`src/rtl/raster_pkg.sv`:
```
package raster_pkg;

  // Strobes decoded from the counters, handed from control to datapath
  typedef struct packed {
    logic vblankSet;   // dot 1 of the first vertical-blank line
    logic vblankClr;   // dot 1 of the prerender line
    logic drawLine;    // render line or prerender line
    logic pixelSlot;   // visible dot of a render line
    logic cpuTick;     // processor clock enable
  } rasterStrobeT;

endpackage

```
`src/rtl/raster_ctrl.sv`:
```
module raster_ctrl
  import raster_pkg::*;
#(
  parameter int DOTS   = 341,
  parameter int VIS    = 256,
  parameter int RENDER = 240,
  parameter int IDLE   = 1,
  parameter int VBL    = 20,
  parameter int DIV    = 3,
  localparam int TOTAL  = RENDER + IDLE + VBL + 1,
  localparam int DOT_W  = $clog2(DOTS),
  localparam int LINE_W = $clog2(TOTAL)
) (
  input  logic              clk,
  input  logic              rstN,
  output logic [DOT_W-1:0]  dotCount,
  output logic [LINE_W-1:0] lineCount,
  output rasterStrobeT      strobes
);

  localparam int VBL_FIRST = RENDER + IDLE;
  localparam int PRE_LINE  = TOTAL - 1;
  localparam int DIV_W     = $clog2(DIV + 1);

  logic [DIV_W-1:0] divCount;
  logic             lineEnd;

  assign lineEnd = (dotCount == DOT_W'(DOTS - 1));

  // Free-running dot, line and processor-divider counters
  always_ff @(posedge clk) begin
    if (!rstN) begin
      dotCount  <= '0;
      lineCount <= LINE_W'(RENDER);
      divCount  <= '0;
    end else begin
      dotCount <= lineEnd ? '0 : dotCount + 1'b1;
      if (lineEnd)
        lineCount <= (lineCount == LINE_W'(PRE_LINE)) ? '0 : lineCount + 1'b1;
      divCount <= (divCount == DIV_W'(DIV - 1)) ? '0 : divCount + 1'b1;
    end
  end

  // Decode counters into strobes
  always_comb begin
    strobes.vblankSet = (lineCount == LINE_W'(VBL_FIRST)) && (dotCount == DOT_W'(1));
    strobes.vblankClr = (lineCount == LINE_W'(PRE_LINE))  && (dotCount == DOT_W'(1));
    strobes.drawLine  = (lineCount < LINE_W'(RENDER)) || (lineCount == LINE_W'(PRE_LINE));
    strobes.pixelSlot = (lineCount < LINE_W'(RENDER)) && (dotCount != '0)
                        && (dotCount <= DOT_W'(VIS));
    strobes.cpuTick   = (divCount == DIV_W'(DIV - 1));
  end

  // dot counter returns to zero after the last dot
  p_dot_wrap_r1: assert property (@(posedge clk) disable iff (!rstN)
    (dotCount == DOT_W'(DOTS - 1)) |=> (dotCount == '0));

  // line counter steps once per line
  p_line_step_r2: assert property (@(posedge clk) disable iff (!rstN)
    (lineEnd && lineCount != LINE_W'(PRE_LINE)) |=> (lineCount == $past(lineCount) + 1'b1));

  // line after the prerender line is line 0
  p_line_wrap_r2: assert property (@(posedge clk) disable iff (!rstN)
    (lineEnd && lineCount == LINE_W'(PRE_LINE)) |=> (lineCount == '0));

  // line holds within a scanline
  p_line_hold_r2: assert property (@(posedge clk) disable iff (!rstN)
    !lineEnd |=> $stable(lineCount));

  // no two consecutive processor enables
  generate
    if (DIV > 1) begin : g_divChk
      p_cpu_gap_r10: assert property (@(posedge clk) disable iff (!rstN)
        strobes.cpuTick |=> !strobes.cpuTick);
    end
  endgenerate

endmodule

```
`src/rtl/raster_regs.sv`:
```
module raster_regs
  import raster_pkg::*;
(
  input  logic         clk,
  input  logic         rstN,
  input  rasterStrobeT strobes,
  input  logic         ctrlWrEn,
  input  logic         maskWrEn,
  input  logic [7:0]   wrData,
  input  logic         statusRd,
  output logic [7:0]   statusData,
  output logic         irq,
  output logic         renderActive,
  output logic         pixelValid,
  output logic         cpuClkEn
);

  logic irqEn, bgEn, sprEn, vblFlag;
  logic irqEnNext;
  logic unusedWrBits;

  assign unusedWrBits = ^{wrData[6:5], wrData[2:0]};
  assign irqEnNext    = ctrlWrEn ? wrData[7] : irqEn;

  always_ff @(posedge clk) begin
    if (!rstN) begin
      irqEn   <= 1'b0;
      bgEn    <= 1'b0;
      sprEn   <= 1'b0;
      vblFlag <= 1'b0;
      irq     <= 1'b0;
    end else begin
      irqEn <= irqEnNext;
      if (maskWrEn) begin
        bgEn  <= wrData[3];
        sprEn <= wrData[4];
      end
      if (strobes.vblankSet)
        vblFlag <= 1'b1;
      else if (strobes.vblankClr || statusRd)
        vblFlag <= 1'b0;
      // Pulse on flag set, or on enable rising while the flag is up
      irq <= (strobes.vblankSet && irqEnNext)
           || (ctrlWrEn && wrData[7] && !irqEn && vblFlag);
    end
  end

  assign statusData   = {vblFlag, 7'b0};
  assign renderActive = strobes.drawLine && (bgEn || sprEn);
  assign pixelValid   = strobes.pixelSlot;
  assign cpuClkEn     = strobes.cpuTick;

  // flag reads set after the set strobe
  p_flag_set_r3: assert property (@(posedge clk) disable iff (!rstN)
    strobes.vblankSet |=> statusData[7]);

  // status read clears the flag
  p_read_clear_r4: assert property (@(posedge clk) disable iff (!rstN)
    (statusRd && !strobes.vblankSet) |=> !statusData[7]);

  // prerender clears the flag
  p_auto_clear_r5: assert property (@(posedge clk) disable iff (!rstN)
    strobes.vblankClr |=> !statusData[7]);

  // interrupt lasts a single dot
  p_irq_pulse_r6: assert property (@(posedge clk) disable iff (!rstN)
    irq |=> !irq);

  // interrupt only with the enable bit on
  p_irq_gated_r6: assert property (@(posedge clk) disable iff (!rstN)
    irq |-> irqEn);

endmodule

```
`src/rtl/raster_timing_gen.sv`:
```
module raster_timing_gen
  import raster_pkg::*;
#(
  parameter int DOTS   = 341,
  parameter int VIS    = 256,
  parameter int RENDER = 240,
  parameter int IDLE   = 1,
  parameter int VBL    = 20,
  parameter int DIV    = 3,
  localparam int TOTAL  = RENDER + IDLE + VBL + 1,
  localparam int DOT_W  = $clog2(DOTS),
  localparam int LINE_W = $clog2(TOTAL)
) (
  input  logic              clk,
  input  logic              rstN,
  input  logic              ctrlWrEn,
  input  logic              maskWrEn,
  input  logic [7:0]        wrData,
  input  logic              statusRd,
  output logic [7:0]        statusData,
  output logic              irq,
  output logic              renderActive,
  output logic              pixelValid,
  output logic              cpuClkEn,
  output logic [DOT_W-1:0]  dotCount,
  output logic [LINE_W-1:0] lineCount
);

  rasterStrobeT strobes;

  raster_ctrl #(
    .DOTS(DOTS), .VIS(VIS), .RENDER(RENDER),
    .IDLE(IDLE), .VBL(VBL), .DIV(DIV)
  ) i_ctrl (
    .clk(clk), .rstN(rstN),
    .dotCount(dotCount), .lineCount(lineCount),
    .strobes(strobes)
  );

  raster_regs i_regs (
    .clk(clk), .rstN(rstN), .strobes(strobes),
    .ctrlWrEn(ctrlWrEn), .maskWrEn(maskWrEn), .wrData(wrData),
    .statusRd(statusRd), .statusData(statusData), .irq(irq),
    .renderActive(renderActive), .pixelValid(pixelValid),
    .cpuClkEn(cpuClkEn)
  );

endmodule

```
`config.mk`:
```
export PLATFORM = sky130hd
export DESIGN_NAME = raster_timing_gen
export DESIGN_NICKNAME = d
export VERILOG_FILES = /design/src/rtl/raster_pkg.sv /design/src/rtl/raster_ctrl.sv /design/src/rtl/raster_regs.sv /design/src/rtl/raster_timing_gen.sv
export SDC_FILE = /design/constraint.sdc
export NUM_CORES = 1
export LEC_CHECK = 0
export BUFFER_PORTS_ARGS = -buffer_cell sky130_fd_sc_hd__buf_2
export CAP_MARGIN = 20
export CORE_UTILIZATION = 25
export DETAILED_ROUTE_END_ITERATION = 16
export GPL_TIMING_DRIVEN = 0
export REMOVE_ABC_BUFFERS = 1
export SYNTH_ARGS = -nofsm -noshare
export SYNTH_HDL_FRONTEND = slang
export SYNTH_SLANG_ARGS = --single-unit
```
`constraint.sdc`:
```
create_clock -name clk -period 5.5 [get_ports clk]
set_input_delay 0.275 -clock clk [delete_from_list [all_inputs] [get_ports clk]]
set_output_delay 0.275 -clock clk [all_outputs]
set_load 0.005 [all_outputs]
```
Word level (Yosys, flattened, before mapping) --
Index checks and enable logic that the tools add are counted. W data, S select, Z words.
Storage, ports and cells: register bits after elaboration 25, latch bits 0, memory bits (writable) 0, ROM bits 0, input port bits 13, output and inout bits 30, word-level logic and storage cells 41, memories kept 0
Cells by class: add/sub/neg operators 3, multipliers 0, div/mod/pow operators 0, magnitude comparators 2, equality and inequality tests 5, shift-type cells 0, mux-type cells 4, bitwise gates (word level) 1, reduce and logical (&&, ||, !) cells 18
Operator list (count):
- $add A9 B1 Y9 const B | 2
- $eq A9 B9 Y1 const B | 2
- $eq A9 B1 Y1 const B | 1
- $eq A9 B8 Y1 const B | 1
- $le A9 B9 Y1 const B | 1
- $logic_and A1 B1 Y1 | 9
- $lt A9 B8 Y1 const B | 1
- $mux W9 | 1
- $reduce_bool A9 Y1 | 1
- $logic_or A1 B1 Y1 | 4
- $reduce_or A2 Y1 | 2
- $mux W1 | 3
- $add A2 B1 Y2 const B | 1
- $eq A2 B2 Y1 const B | 1
- $reduce_bool A2 Y1 | 1
- $logic_not A1 Y1 | 1
- $not A1 Y1 | 1

Longest topological paths before layout --
depth after elaboration 5, gate-level depth with buffers 7, gate-level depth less buffers 6

Modules after synthesis --
A second synthesis with hierarchy kept.
Second synthesis, totals: cells, all modules 150, area, all modules 1296.2 um^2
Modules (own cells, without submodules):
- raster_ctrl | times used 1, cells an instance 121, area each 1031.0 um^2, seq. area each 400.4 um^2
- raster_regs | times used 1, cells an instance 29, area each 265.3 um^2, seq. area each 100.1 um^2

Worst setup path after synthesis --
OpenSTA, ideal clock, no wires.
path kind register to register, from register i_ctrl.dotCount[0], to register i_ctrl.lineCount[7], setup time 0.063 ns, arrival 1.980 ns, required time 5.437 ns, setup slack 3.457 ns, stages on the path, launching flop included 8, buffers on the path 1, period minus slack after synthesis 2.043 ns, cells stage by stage dfxtp_1 -> inv_1 -> ha_1 -> or4b_4 -> or2_1 -> buf_6 -> or4_1 -> nand3_1
On the way: word-level cells in the longest chain between the ends 1
RTL lines:
- from (decl) | line raster_ctrl.sv:16 | output logic [DOT_W-1:0] dotCount,
- from (signal assigned) | line raster_ctrl.sv:37 | dotCount <= lineEnd ? '0 : dotCount + 1'b1;
- $eq A9 B9 Y1 | line raster_ctrl.sv:28 | assign lineEnd = (dotCount == DOT_W'(DOTS - 1));
- to (signal assigned) | line raster_ctrl.sv:34 | lineCount <= LINE_W'(RENDER);
- to (signal assigned) | line raster_ctrl.sv:39 | lineCount <= (lineCount == LINE_W'(PRE_LINE)) ? '0 : lineCount + 1'b1;
- to (decl) | line raster_ctrl.sv:17 | output logic [LINE_W-1:0] lineCount,
Every way passes these cells. A chain may end at the register's enable or synchronous reset.

Worst setup path in the final report --
from register i_ctrl.dotCount[0], to register i_ctrl.lineCount[3]
The elaborated chain is that of the path after synthesis.

==> results list <==
- Tightest hold margin: 0.244 ns
* Delay of the slowest cell on the worst path: 0.50 ns
- Static power due to leakage: 0.668 nW
* Area inside the core boundary: 0.00475 mm2
- CTS built an H-tree with a depth of 1.
* HPWL after DPL: 2010 um
* Flops & latches, synth: 25
- XOR/XNOR share of the synthesized area: 7.77%
* Achievable frequency: 453 MHz
- CTS hold repair buffers: 0
- CTS tree: done
* Register area share after synthesis: 40.4%
* Total vias in the final route: 1053
- Complex-gate fraction of the synthesized area: 7.06%
- After clock tree synthesis, the clock-pin slew on the worst setup and hold paths is 0.09 ns.
- Subtracting the final worst setup slack from the clock period gives 2.21 ns.
- In the final layout, the share of cells above drive strength 1 is 24.4%.
- Required time of the critical path: 5.70 ns
- Commonest non-fill, non-tap cells in the layout: 30 x sky130_fd_sc_hd__buf_2, 25 x sky130_fd_sc_hd__dfxtp_1, 17 x sky130_fd_sc_hd__nor2_1
- Clock latency at the later pin of the worst-skew pair: 0.27 ns
- Routability Congestion: 0.733
- Ratio of final minimum period to clock period: 40.1%
- Final Max Slew Viols: 0
- Walking the worst path, the cells encountered are inv_1 -> ha_1 -> or4b_4 -> or2_1 -> or4_1 -> a21oi_1.
- The startpoint identified for the worst register-to-register timing path is i_ctrl.dotCount[0].
- Global routing finished with a remaining overflow of 0.
- Layout filler cell count: 523
- Number of nets in the final layout: 188
- IR analysis of the VDD net gives a maximum drop of 0.0000983 V.
- Arrival time at the worst endpoint: 2.41 ns
- The number of different library cells used by synthesis comes to 38.
* First element of the critical path: i_ctrl.dotCount[0]
- 0 antenna diodes ended up in the layout.
* Post-CTS sizing: 0
- Number of antenna-violating nets in the routed design: 0
* Routed WL per cell: 11.5 um
- Synthesized netlist cell count: 138
- Path type of the worst setup path: reg2reg
- Die Outline Area: 0.00525 mm2
- In the final timing run, aggregate negative setup slack is 0 ns.
- Max capacitance violation total: 0
* Number of buffers added for setup after CTS: 0
- Overall fraction of global-route tracks in use: 11.5%
- Of all nets on the critical path, the largest fanout is 11.
- Setup crit end kind: flop
* Critical Path Sink: i_ctrl.lineCount[3]
- Entering global routing, the biggest net connects 15 pins.
- The Yosys step of the flow raised 0 warnings.
- The top cell type by area accounts for 40.4% of the synthesized area.
* DR DRC count: 0
* Cell Area, Synth: 0.00124 mm2
- The clock arrives with 0.00204 ns of skew.
* Number of global-route vias before repair: 1035
* Most common library cell in the layout ignoring fill and taps: sky130_fd_sc_hd__buf_2
- After detailed routing, the total wire length is 2690 um.
- Of the post-synthesis cell area, the part taken by muxes is 2.42%.
* Maximum root-to-sink buffer count: 2
- The slowest stage of the critical path belongs to the cell sky130_fd_sc_hd__or4b_4.
- The worst register-to-register path has a depth of 6.
* Dominant cell type by area after synthesis: sky130_fd_sc_hd__dfxtp_1
- Counting every sink on the clock net gives 25.
- At the end of the flow the core is filled with cells to 30.9%.
* Die X: 72.4 um
* Synth Area in Simple Gates: 28.5%
- During I/O placement, the number of pins put on the boundary was 43.
- Initial antenna violation count: 0
- After synthesis, the largest family of logic cells by area is simple AND/OR/NAND/NOR gates.
* Total clock buffers created by CTS: 3
- The worst register-to-register path has a setup slack of 3.29 ns.
* Number of vias per cell after detailed routing: 4.48
- Count of buffers inserted at the top-level ports: 30
* Power after layout: 331 uW
- Cell at the root of the clock tree: sky130_fd_sc_hd__clkbuf_8
* Fin. Hold Viols: 0
- Number of search-and-repair iterations in the first detailed-routing pass: 4
- Setup violations remaining at the end of the flow were counted as 0.
- From bottom edge to top edge, the die measures 72.4 um.
- The tightest min-delay check is of the in2reg type.
* Status: complete, no violations
* Placement Rows: 25
- Setup repair after global routing missed its margin: false
* Wire length of the first global-routing pass: 4770 um
- Worst setup SP type: flop
- Starting Density: 26.1%
- Mean instance size in the synthesized netlist: 8.99 um2
* Number of DRC violations after detailed-routing iteration 0: 43
* Critical R2R Capture: i_ctrl.lineCount[3]
* Total power per unit cell area: 225 mW/mm2
- Signed area change from the synthesized netlist to the final layout: 18.4%
- Adder and majority gate portion of the synthesized area: 6.05%
* Synth area leaders: sky130_fd_sc_hd__dfxtp_1 40%, sky130_fd_sc_hd__ha_1 6.1%, sky130_fd_sc_hd__nor2_1 5.1%, sky130_fd_sc_hd__xor2_1 4.9%, sky130_fd_sc_hd__buf_4 4.8%
cell type report:
cell class	count	area (um2)	share of cell area, %
Multi-Input combinational cell	104	668	45.5
Sequential cell	25	500	34.1
Tap cell	67	83.8	5.71
Timing Repair Buffer	30	150	10.2
Inverter	5	18.8	1.28
Clock buffer	3	41.3	2.81
Clock inverter	1	5.00	0.341
synthesized netlist by cell type, drive strengths merged:
library cell / number
o21ai: 2
or2: 1
xnor2: 4
and3: 2
dfxtp: 25
conb: 1
and2: 1
inv: 4
nor4: 3
nand2b: 1
and4: 2
or4b: 2
clkinv: 1
nand4: 7
o31ai: 1
nor3: 3
o32ai: 1
nor4b: 1
nand3: 7
ha: 6
or4: 2
o211a: 2
nor2b: 2
clkbuf: 1
a21oi: 5
xor2: 7
nand2: 9
buf: 9
nor2: 17
o211ai: 1
or3: 3
o22a: 1
mux2i: 3
nand4b: 1
cell families (layout without fill, tap and decap cells):
family / after synthesis / in the layout
compound gates: 13 / 13
mux: 3 / 3
xor+xnor: 11 / 11
buf+inv: 15 / 39
other cells: 1 / 7
fa+ha+maj: 6 / 6
simple gates: 64 / 64
flops: 25 / 25
worst max-delay path: cells and delay by family (launching register included):
family | cells | cell delay, ns
adder cells (fa/ha/maj) | 1 | 0.16
AO/OA/AOI/OAI | 1 | 0.15
flip-flops | 1 | 0.39
buffers and inverters | 1 | 0.09
AND/OR/NAND/NOR | 3 | 1.35
registers in the layout, indices dropped and copies added (netlist names):
register and cells:
i_regs.sprEn 1, i_ctrl.lineCount 9, i_regs.irq 1, i_regs.bgEn 1
i_ctrl.dotCount 9, i_ctrl.divCount 2, i_regs.vblFlag 1, i_regs.irqEn 1
layer usage:
layer	part of all wire, %	track usage [%]	routed length, um
met1	49	14.6	1310
met2	46	19.0	1240
met3	4.8	3.33	128
met4	0.45	2.83	12
met5	0	0	0
report_power, final:
part	switching, mW	leakage [nW]	internal [mW]
registers	0.00508	0.203	0.187
clock network	0.0595	0.0255	0.0507
logic	0.0153	0.439	0.0132
total	0.0799	0.668	0.251
through the flow:
step / worst slack, ns / cell area [um2] / std cells
floorplan: 3.48 / 1190 / 134
global placement: 3.33 / 1420 / 231
detailed placement: 3.32 / 1420 / 231
CTS: 3.27 / 1470 / 235
global route: 3.16 / 1470 / 235
finish: 3.29 / 1470 / 235
how the worst min path moves through the flow:
stage / start / end / cells past startpoint
final: wrData[4] / i_regs.sprEn / 3
after global routing: wrData[4] / i_regs.sprEn / 3
after CTS: wrData[3] / i_regs.bgEn / 3
after detailed placement: i_ctrl.divCount[0] / i_ctrl.divCount[0] / 1
after global placement: i_ctrl.divCount[0] / i_ctrl.divCount[0] / 1
after floorplan: rstN / i_ctrl.lineCount[4] / 1
No activity file was read; power rests on OpenSTA's default activity.
